File: config.mk
export PLATFORM = sky130hd
export DESIGN_NAME = isc_timebase
export DESIGN_NICKNAME = d
export VERILOG_FILES = /design/src/rtl/isc_timebase_pkg.sv /design/src/rtl/isc_tb_counter.sv /design/src/rtl/isc_tb_flag.sv /design/src/rtl/isc_timebase.sv
export SDC_FILE = /design/constraint.sdc
export NUM_CORES = 1
export LEC_CHECK = 0
export BUFFER_PORTS_ARGS = -buffer_cell sky130_fd_sc_hd__clkbuf_2
export CORE_AREA = 4 4 41 43
export CTS_BUF_LIST = sky130_fd_sc_hd__clkbuf_8 sky130_fd_sc_hd__clkbuf_16
export DETAILED_ROUTE_END_ITERATION = 8
export DIE_AREA = 0 0 45 47
export SLEW_MARGIN = 10
export SYNTH_ARGS = -nofsm -noshare
export SYNTH_HDL_FRONTEND = slang
export SYNTH_HIERARCHICAL = 1
export SYNTH_SLANG_ARGS = --single-unit
File: constraint.sdc
create_clock -name clk_i -period 1.5 [get_ports clk_i]
set_input_delay 0.075 -clock clk_i [delete_from_list [all_inputs] [get_ports clk_i]]
set_output_delay 0.075 -clock clk_i [all_outputs]
set_load 0.005 [all_outputs]
File: src/rtl/isc_timebase_pkg.sv
package isc_timebase_pkg;
  parameter int unsigned DEF_CNT_W = 10;

  function automatic logic at_top(input logic [31:0] v, input int unsigned w);
    return v == ((32'd1 << w) - 32'd1);
  endfunction
endpackage

File: src/rtl/isc_tb_counter.sv
module isc_tb_counter #(
  parameter int unsigned W = isc_timebase_pkg::DEF_CNT_W
) (
  input  logic         clk_i,
  input  logic         rst_ni,
  input  logic         step_i,
  output logic [W-1:0] count_o,
  output logic         wrap_o
);
  localparam logic [W-1:0] TOP = '1;

  logic [W-1:0] cnt_q;

  always_ff @(posedge clk_i or negedge rst_ni) begin
    if (!rst_ni)      cnt_q <= '0;
    else if (step_i)  cnt_q <= cnt_q + 1'b1;
  end

  assign wrap_o  = step_i && (cnt_q == TOP);
  assign count_o = cnt_q;
endmodule

File: src/rtl/isc_tb_flag.sv
module isc_tb_flag (
  input  logic clk_i,
  input  logic rst_ni,
  input  logic set_i,
  input  logic test_i,
  output logic flag_o,
  output logic skip_o
);
  logic flag_q;

  // set wins over the clearing test so a coincident wrap survives
  always_ff @(posedge clk_i or negedge rst_ni) begin
    if (!rst_ni) flag_q <= 1'b0;
    else         flag_q <= set_i | (flag_q & ~test_i);
  end

  assign flag_o = flag_q;
  assign skip_o = test_i & flag_q;
endmodule

File: src/rtl/isc_timebase.sv
module isc_timebase #(
  parameter int unsigned CNT_W = isc_timebase_pkg::DEF_CNT_W
) (
  input  logic             clk_i,
  input  logic             rst_ni,
  input  logic             cyc_en_i,
  input  logic             test_i,
  output logic             skip_o,
  output logic [CNT_W-1:0] count_o
);
  logic wrap;
  logic ovf_flag;

  isc_tb_counter #(.W(CNT_W)) u_cnt (
    .clk_i   (clk_i),
    .rst_ni  (rst_ni),
    .step_i  (cyc_en_i),
    .count_o (count_o),
    .wrap_o  (wrap)
  );

  isc_tb_flag u_flag (
    .clk_i  (clk_i),
    .rst_ni (rst_ni),
    .set_i  (wrap),
    .test_i (test_i),
    .flag_o (ovf_flag),
    .skip_o (skip_o)
  );
endmodule

==> flow_summary.yaml, run 1 <==
cts:
  clock-sinks: 11
  cts_tree: "done"
  cts_buffers: 3
  ctsResizeCount: 0
  cts_root_buffer: "clkbuf_8"
  h-tree-depth: 1
  clk_pin_slew_worst_paths_ns: 0.05
  clock_latency_ns: 0.23
  clockBufferDepth: 2
synth:
  synth_nets: 46
  syn_inst: 41
  yosys_warnings: 6
  synth_top_area_share_pct: 53.0
  ys_types: 17
  yosysSeqAreaShare_pct: 53.0
  yosysTopAreaCell: "dfrtp_1"
  avgSynthCellArea_um2: 12.7
  netlist_area_um2: 519
  synth_seq_cells: 11
  yosys-top-cells-area: "dfrtp_1, xnor2_1, xor2_1, nor3_2, nand4_4"
setup_path:
  r2r_slack_ns: 0.24
  path_buf_inv: 0
  r2r_end: "u_flag/flag_o"
  critPathRequiredTime_ns: 1.67
  cpPeakStageDelay_ns: 0.44
  path_depth: 4
  crit_type: "reg -> reg"
  crit_path_start_kind: "flip-flop"
  cp_top_family: "flip-flops"
  end_kind: "flip-flop"
  critical_path.cell_chain: "ha_1, nand3_2, nor4_1, a21o_1"
  r2r_cells: 4
  rr_startpoint: "u_cnt/count_o[0]"
  worstPathArrival_ns: 1.43
  critPathSlowestCell: "dfrtp_1"
  cp_max_fo: 4
route:
  drc: 0
  first_iter_violations: 2
  ant_nets: 0
  avgRoutedWirePerCell_um: 11.7
  num_vias: 357
  viasPerCell: 4.76
  first_pass_iters: 4
  routed_wl_um: 876
sta:
  fin_crit_ns: 1.26
  slew_viol_final: 0
  setup_viol: 0
  report.final.hold_viol_count: 0
  finalCritPeriodShare_pct: 83.9
  max_freq_mhz: 795
  fin_tns_setup_ns: 0
  tightest_slew_ns: 0.269
  rsz0062_at_grt: "no"
  holdWs_ns: 0.107
  skew_ns: 0.00178
  slew_headroom_pct: 81.9
grt:
  grt_max_degree: 12
  antenna_found_initial: 0
  grt-ovfl-total: 0
  grt_pass1_vias: 341
  grt_usage_pct: 10.1
  grt_pass1_wl_mm: 1.53
layout:
  seq_area_um2: 275
  fin_nets: 66
  drive_gt1_share_pct: 41.7
  multi_input_area_um2: 233
  n_antenna_cell: 0
  fill_cells: 128
  area_growth_pct: 27.7
min_path:
  whs_path_depth: 3
  hold_class: "in -> reg"
  min_from: "test_i"
  holdPathEnd: "u_flag/flag_o"
floorplanning:
  row_count: 13
  die_x_um: 45
  initial_core_util_pct: 39.9
  core_area_mm2: 0.00130
  dieArea_mm2: 0.00212
  ios: 15
  dieHeight_um: 47
flow_run:
  drv_cap: 0
place:
  port_buffers: 14
  finalWeightedCongestion: 0.666
power_and_ir_drop:
  peakVddDrop_mv: 0.894
  leakage_uw: 0.000326
  p_per_area_mw_per_mm2: 1760
status:
  status: "completed"
## synth_stat cells
master and number:
a21o_1 1, and2_2 1, dfrtp_1 11, ha_1 1, inv_1 3, mux2_2 1
nand2_1 3, nand3_1 1, nand3_2 1, nand3_4 1, nand4_1 1, nand4_4 1
nor2_1 2, nor3_2 3, nor4_1 1, xnor2_1 5, xor2_1 4
## cell usage in the layout (no fill, tap or decap), drive strengths merged
cell         count
nand2            3
ha               1
xor2             4
nand3            3
and2             1
inv              4
xnor2            5
dfrtp           11
dlygate4sd3      1
nor2             2
clkbuf          17
mux2             1
nor4             1
a21o             1
nand4            2
nor3             3
## area by class of cell
type	count	area share, %
clock inverter	1	0.566
tap	15	2.83
clock buffer	3	6.23
multi-input combinational	27	35.1
timing repair buffer	15	12.1
sequential	11	41.5
inverter	3	1.70
## what timing repair did
item | CTS | global route
endpoints found under the hold margin | 11 | 0
buffers inserted | 0 | 0
hold buffers | 1 | 0
## power by group
group / internal [uW] / leakage [uW] / switching (uW)
sequential: 397 / 0.000132 / 160
clock: 179 / 0.0000269 / 105
combinational: 178 / 0.000168 / 144
total: 755 / 0.000326 / 409
## worst max path at each step
stage                startpoint                to  slack, ns
6_report       u_cnt/count_o[0]     u_flag/flag_o       0.24
4_1_cts        u_cnt/count_o[0]     u_flag/flag_o       0.25
3_5_place_dp   u_cnt/count_o[0]     u_flag/flag_o       0.27
5_1_grt        u_cnt/count_o[0]     u_flag/flag_o       0.17
2_1_floorplan  u_cnt/count_o[0]  u_cnt/count_o[8]       0.36
3_3_place_gp   u_cnt/count_o[0]     u_flag/flag_o       0.29
## stage by stage
| stage | std cells | utilization [%] | worst slack (ns) | power, uW | area (um2) |
|---|---|---|---|---|---|
| floorplan | 41 | - | 0.358 | 732 | 519 |
| global placement | 70 | 46.7 | 0.290 | 883 | 608 |
| detailed placement | 70 | 46.7 | 0.266 | 889 | 608 |
| CTS | 75 | 51.0 | 0.247 | 1180 | 663 |
| global route | 75 | 51.0 | 0.171 | 1260 | 663 |
| finish | 75 | 51.0 | 0.241 | 1160 | 663 |
## per-layer routing
layer | GRT usage, % | vias up | part of all wire, %
met1 | 13.2 | 168 | 46
met5 | 0 | - | 0
met2 | 15.3 | 12 | 46
met3 | 3.83 | 0 | 8.6
met4 | 3.51 | 0 | 0
li1 | - | 177 | -
## state kept, by name, summed over array words and instances, names as in the netlist
register,count
u_cnt/count_o,10
u_flag/flag_o,1
## cell families (layout without fill, tap and decap cells)
logic type                 count (synthesis)  in the layout  share of synthesized area (%)
DFF                                       11             11                           53.0
muxes                                      1              1                           2.17
xor gates and xnor gates                   9              9                           15.2
AOI/OAI and AO/OA                          1              1                           1.45
buffers and inverters                      3             22                           2.17
and+or+nand+nor                           15             15                           23.6
adders and majority gates                  1              1                           2.41
## worst min-delay path, delay by kind of cell
family                 cells  cell delay (ns)
AOI/OAI and AO/OA          1             0.10
buffers and inverters      2             0.12
(Power assumes the default switching activity.)
==> run 2, diff against run 1 <==
==> constraint.sdc (replaced) <==
create_clock -name clk_i -period 1.2 [get_ports clk_i]
set_input_delay 0.06 -clock clk_i [delete_from_list [all_inputs] [get_ports clk_i]]
set_output_delay 0.06 -clock clk_i [all_outputs]
set_load 0.005 [all_outputs]
==> run 2 against run 1 <==
  * Critical path depth unchanged
  * Sequential share of layout area decreased by 1.9 points
  * Global-route usage increased by 1.2 points
  * Combinational power increased by 65%
  * Core utilization increased by 2.4 points
  * Cell count increased by 4.0%
  * First-iteration DRC count increased to 4.0 times the previous value
  * Cell area increased by 4.7%
  * Clock power increased by 27%
  * Critical path type unchanged
==> flow_summary.yaml, run 2 (synthesis gave the netlist of run 1 again) <==
route:
  viasPerCell: 4.55
  drc: 0
  first_pass_iters: 3
  ant_nets: 0
  avgRoutedWirePerCell_um: 11.4
  num_vias: 355
  routed_wl_um: 889
  first_iter_violations: 8
layout:
  n_antenna_cell: 0
  largest_reg_flops: 10
  area_growth_pct: 33.7
  final_cell_mix: "clkbuf_2, dfrtp_1, xnor2_1"
  final_common_cell: "clkbuf_2"
  drive_gt1_share_pct: 47.6
  fill_cells: 131
  fin_nets: 69
place:
  port_buffers: 14
  finalWeightedCongestion: 0.677
  dpl.hpwl_um: 676
power_and_ir_drop:
  p_per_area_mw_per_mm2: 2210
  total_power_uw: 1530
  leakage_uw: 0.000339
  peakVddDrop_mv: 1.25
status:
  status: "completed"
grt:
  grt_pass1_wl_mm: 1.59
  grt_pass1_vias: 371
  grt_usage_pct: 11.3
  antenna_found_initial: 0
  grt-ovfl-total: 0
  grt_max_degree: 12
setup_path:
  critical_path.cell_chain: "ha_2, nand3_2, nor3_2, xor2_1"
  critPathRequiredTime_ns: 1.36
  cp_max_fo: 3
  crit_path_start_kind: "flip-flop"
  crit_type: "reg -> reg"
  r2r_end: "u_cnt/count_o[8]"
  end_kind: "flip-flop"
  critPathSlowestCell: "dfrtp_1"
  critPathLaunch: "u_cnt/count_o[0]"
  r2r_slack_ns: 0.11
  worstPathArrival_ns: 1.25
  cpPeakStageDelay_ns: 0.35
  rr_startpoint: "u_cnt/count_o[0]"
  r2r_cells: 4
sta:
  fin_tns_setup_ns: 0
  fin_crit_ns: 1.09
  finalCritPeriodShare_pct: 90.8
  rsz0062_at_grt: "no"
  setup_viol: 0
  slew_headroom_pct: 81.7
  tightest_slew_ns: 0.275
  slew_viol_final: 0
  report.final.hold_viol_count: 0
  holdWs_ns: 0.0856
  max_freq_mhz: 918
  skew_ns: 0.000644
min_path:
  whs_path_depth: 3
  holdPathEnd: "u_flag/flag_o"
  min_from: "test_i"
  hold_class: "in -> reg"
floorplanning:
  ios: 15
  dieArea_mm2: 0.00212
  row_count: 13
  core_area_mm2: 0.00130
  initial_core_util_pct: 39.9
  dieHeight_um: 47
  die_x_um: 45
cts:
  cts_setup_buffers: 0
  h-tree-depth: 1
  cts_root_buffer: "clkbuf_8"
  cts_buffers: 3
  clockBufferDepth: 2
  clk_pin_slew_worst_paths_ns: 0.05
  clock-sinks: 11
  cts_tree: "done"
  clock_latency_ns: 0.23
flow_run:
  drv_cap: 0
[run 2: final cells by class]
type / instances / area, um2 / share of cell area, %
clock buffer: 3 / 41.3 / 5.95
tap: 15 / 18.8 / 2.70
multi-input combinational: 27 / 241 / 34.8
inverter: 3 / 11.3 / 1.62
clock inverter: 1 / 3.75 / 0.541
sequential: 11 / 275 / 39.6
timing repair buffer: 18 / 103 / 14.8
[run 2: timing repair]
| action | in CTS | in global routing |
|---|---|---|
| hold endpoints to repair | 11 | 0 |
| resized for setup | 0 | 2 |
| setup endpoints to repair | 0 | 1 |
| hold buffers | 1 | 0 |
[run 2: worst max path at each step]
stage / to / slack [ns] / cells past startpoint
2_1_floorplan: u_cnt/count_o[8] / 0.06 / 4
3_3_place_gp: u_flag/flag_o / 0.13 / 4
3_5_place_dp: u_flag/flag_o / 0.10 / 4
4_1_cts: u_flag/flag_o / 0.08 / 4
5_1_grt: u_cnt/count_o[8] / 0.005 / 4
6_report: u_cnt/count_o[8] / 0.11 / 4
[run 2: metrics by stage]
stage / cell area (um2) / util, % / setup slack (ns) / instances
2_1_floorplan: 519 / - / 0.0585 / 41
3_3_place_gp: 631 / 48.5 / 0.132 / 73
3_5_place_dp: 631 / 48.5 / 0.103 / 73
4_1_cts: 686 / 52.7 / 0.0827 / 78
5_1_grt: 694 / 53.4 / 0.00472 / 78
6_report: 694 / 53.4 / 0.110 / 78
[run 2: metal layers]
metal	part of all wire [%]	track usage, %	wire, um
met4	0	7.02	0
met2	43	17.2	384
met3	9.6	4.98	85
met5	0	0	0
met1	47	12.9	418
[run 2: power breakdown]
group | total [uW] | switching [uW] | internal, uW
registers | 643 | 146 | 497
clock network | 361 | 136 | 224
logic | 532 | 242 | 289
total | 1530 | 524 | 1010
[run 2: critical path: cells and delay by family (launching register included)]
family | cells | cell delay (ns)
AND/OR/NAND/NOR | 2 | 0.32
adder cells (fa/ha/maj) | 1 | 0.21
flip-flops | 1 | 0.35
XOR/XNOR | 1 | 0.15
==> run 3, diff against run 2 <==
--- a/config.mk
+++ b/config.mk
@@ -6,10 +6,10 @@
 export NUM_CORES = 1
 export LEC_CHECK = 0
 export BUFFER_PORTS_ARGS = -buffer_cell sky130_fd_sc_hd__clkbuf_2
-export CORE_AREA = 4 4 41 43
+export CORE_MARGIN = 4
+export CORE_UTILIZATION = 35
 export CTS_BUF_LIST = sky130_fd_sc_hd__clkbuf_8 sky130_fd_sc_hd__clkbuf_16
 export DETAILED_ROUTE_END_ITERATION = 8
-export DIE_AREA = 0 0 45 47
 export SLEW_MARGIN = 10
 export SYNTH_ARGS = -nofsm -noshare
 export SYNTH_HDL_FRONTEND = slang
==> run 3 against run 2 <==
  * Non-clock buffer count shrank 1
  * Global-route usage shrank 1.4 points
  * Flip-flop and latch count is the same
  * Sequential share of layout area grew 0.58 points
  * Sequential power grew 3%
  * Worst hold slack gained 0.0023 ns
  * Critical path depth is the same
  * Clock skew grew 0.0049 ns
  * Count of clock-buffer cells in the layout is the same
  * Critical endpoint unchanged
==> flow_summary.yaml, run 3 (synthesis gave the netlist of run 1 again) <==
floorplanning:
  initial_core_util_pct: 38.5
  row_count: 13
  ios: 15
  core_area_mm2: 0.00135
  dieHeight_um: 46.5
  die_x_um: 46.5
  dieArea_mm2: 0.00216
place:
  postPlaceCellArea_um2: 623
  finalWeightedCongestion: 0.709
  port_buffers: 14
  dpl.hpwl_um: 682
setup_path:
  critPathLaunch: "u_cnt/count_o[0]"
  cp_top_family: "flip-flops"
  critical_path.cell_chain: "ha_1, nand3_2, nor3_2, xor2_1"
  crit_type: "reg -> reg"
  critPathSlowestCell: "dfrtp_1"
  path_buf_inv: 0
  rr_startpoint: "u_cnt/count_o[0]"
  cpPeakStageDelay_ns: 0.34
  critPathRequiredTime_ns: 1.36
  crit_path_start_kind: "flip-flop"
  end_kind: "flip-flop"
  cp_max_fo: 3
  worstPathArrival_ns: 1.24
route:
  wl_met2_um: 405
  highest_layer: "met3"
  wl_met3_um: 82
  routed_wl_um: 881
  drc: 0
  ant_nets: 0
  first_pass_iters: 4
  avgRoutedWirePerCell_um: 11.4
  first_iter_violations: 6
  viasPerCell: 4.52
  wl_met1_um: 394
  num_vias: 348
layout:
  final_common_cell: "clkbuf_2"
  final_cell_mix: "clkbuf_2, dfrtp_1, xnor2_1"
  drive_gt1_share_pct: 45.2
  final_area_um2: 684
  area_growth_pct: 31.8
  largest_reg_flops: 10
  fin_nets: 68
  n_antenna_cell: 0
grt:
  antenna_found_initial: 0
  grt_pass1_vias: 318
  grt_usage_pct: 9.83
  grt_pass1_wl_mm: 1.39
  grt_max_degree: 12
  grt-ovfl-total: 0
cts:
  h-tree-depth: 1
  cts_setup_buffers: 0
  cts_buffers: 3
  cts_tree: "done"
  clock_latency_ns: 0.23
  cts_root_buffer: "clkbuf_8"
  clk_pin_slew_worst_paths_ns: 0.05
  clock-sinks: 11
  clockBufferDepth: 2
status:
  status: "completed"
sta:
  fin_tns_setup_ns: 0
  rsz0062_at_grt: "no"
  fin_crit_ns: 1.08
  tightest_slew_ns: 0.270
  setup_viol: 0
  slew_headroom_pct: 82.0
  slew_viol_final: 0
  skew_ns: 0.00555
  max_freq_mhz: 923
  finalCritPeriodShare_pct: 90.2
  report.final.hold_viol_count: 0
min_path:
  min_from: "test_i"
  hold_class: "in -> reg"
flow_run:
  drv_cap: 0
power_and_ir_drop:
  p_per_area_mw_per_mm2: 2190
  leakage_uw: 0.000336
  peakVddDrop_mv: 1.58
-- run 3: changes by cell type in the layout (fill, tap and decap cells not counted), sizes merged --
cell / change
buf: -1
-- run 3: layout make-up --
class / count / area [um2]
Fill cell: 130 / 666
Clock inverter: 1 / 3.75
Tap cell: 15 / 18.8
Sequential cell: 11 / 275
Timing Repair Buffer: 17 / 95.1
Multi-Input combinational cell: 27 / 239
Clock buffer: 3 / 41.3
Inverter: 3 / 11.3
-- run 3: power by group --
group	switching (uW)	internal [uW]	leakage, uW
Combinational	223	263	0.000177
Clock	129	224	0.0000269
Sequential	163	497	0.000132
Total	516	984	0.000336
-- run 3: repair_timing --
| action | in CTS | in global routing |
|---|---|---|
| hold endpoints to repair | 11 | 0 |
| hold buffers | 1 | 0 |
| resized for setup | 0 | 1 |
| setup endpoints to repair | 0 | 1 |
-- run 3: path summary, 6_finish.rpt --
path,endpoint,slack (ns),cells after the start
setup / recovery,u_cnt/count_o[8],0.12,4
hold / removal,u_flag/flag_o,0.09,3
setup reg to reg,u_cnt/count_o[8],0.12,4
hold reg to reg,u_flag/flag_o,0.47,1
max in group asynchronous,u_cnt/count_o[5],0.75,2
min in group asynchronous,u_cnt/count_o[8],0.23,2
-- run 3: per-layer routing --
| layer | vias up | track usage (%) |
|---|---|---|
| met2 | 13 | 14.3 |
| li1 | 179 | - |
| met3 | 0 | 7.03 |
| met4 | 0 | 1.70 |
| met1 | 156 | 11.9 |
| met5 | - | 0 |
-- run 3: per-stage QoR --
step / hold slack [ns] / util, % / power, uW / std cells / worst slack, ns
2_1_floorplan: -0.236 / - / 915 / 41 / 0.0585
3_3_place_gp: -0.0488 / 46.2 / 1160 / 72 / 0.108
3_5_place_dp: -0.0555 / 46.2 / 1160 / 72 / 0.0945
4_1_cts: 0.0866 / 50.2 / 1530 / 77 / 0.0891
5_1_grt: 0.108 / 50.7 / 1610 / 77 / 0.0188
6_report: 0.0879 / 50.7 / 1500 / 77 / 0.117
-- run 3: worst min-delay path, stage by stage --
cell and delay, ns:
clkbuf_2 0.08, inv_1 0.05, a21o_1 0.10
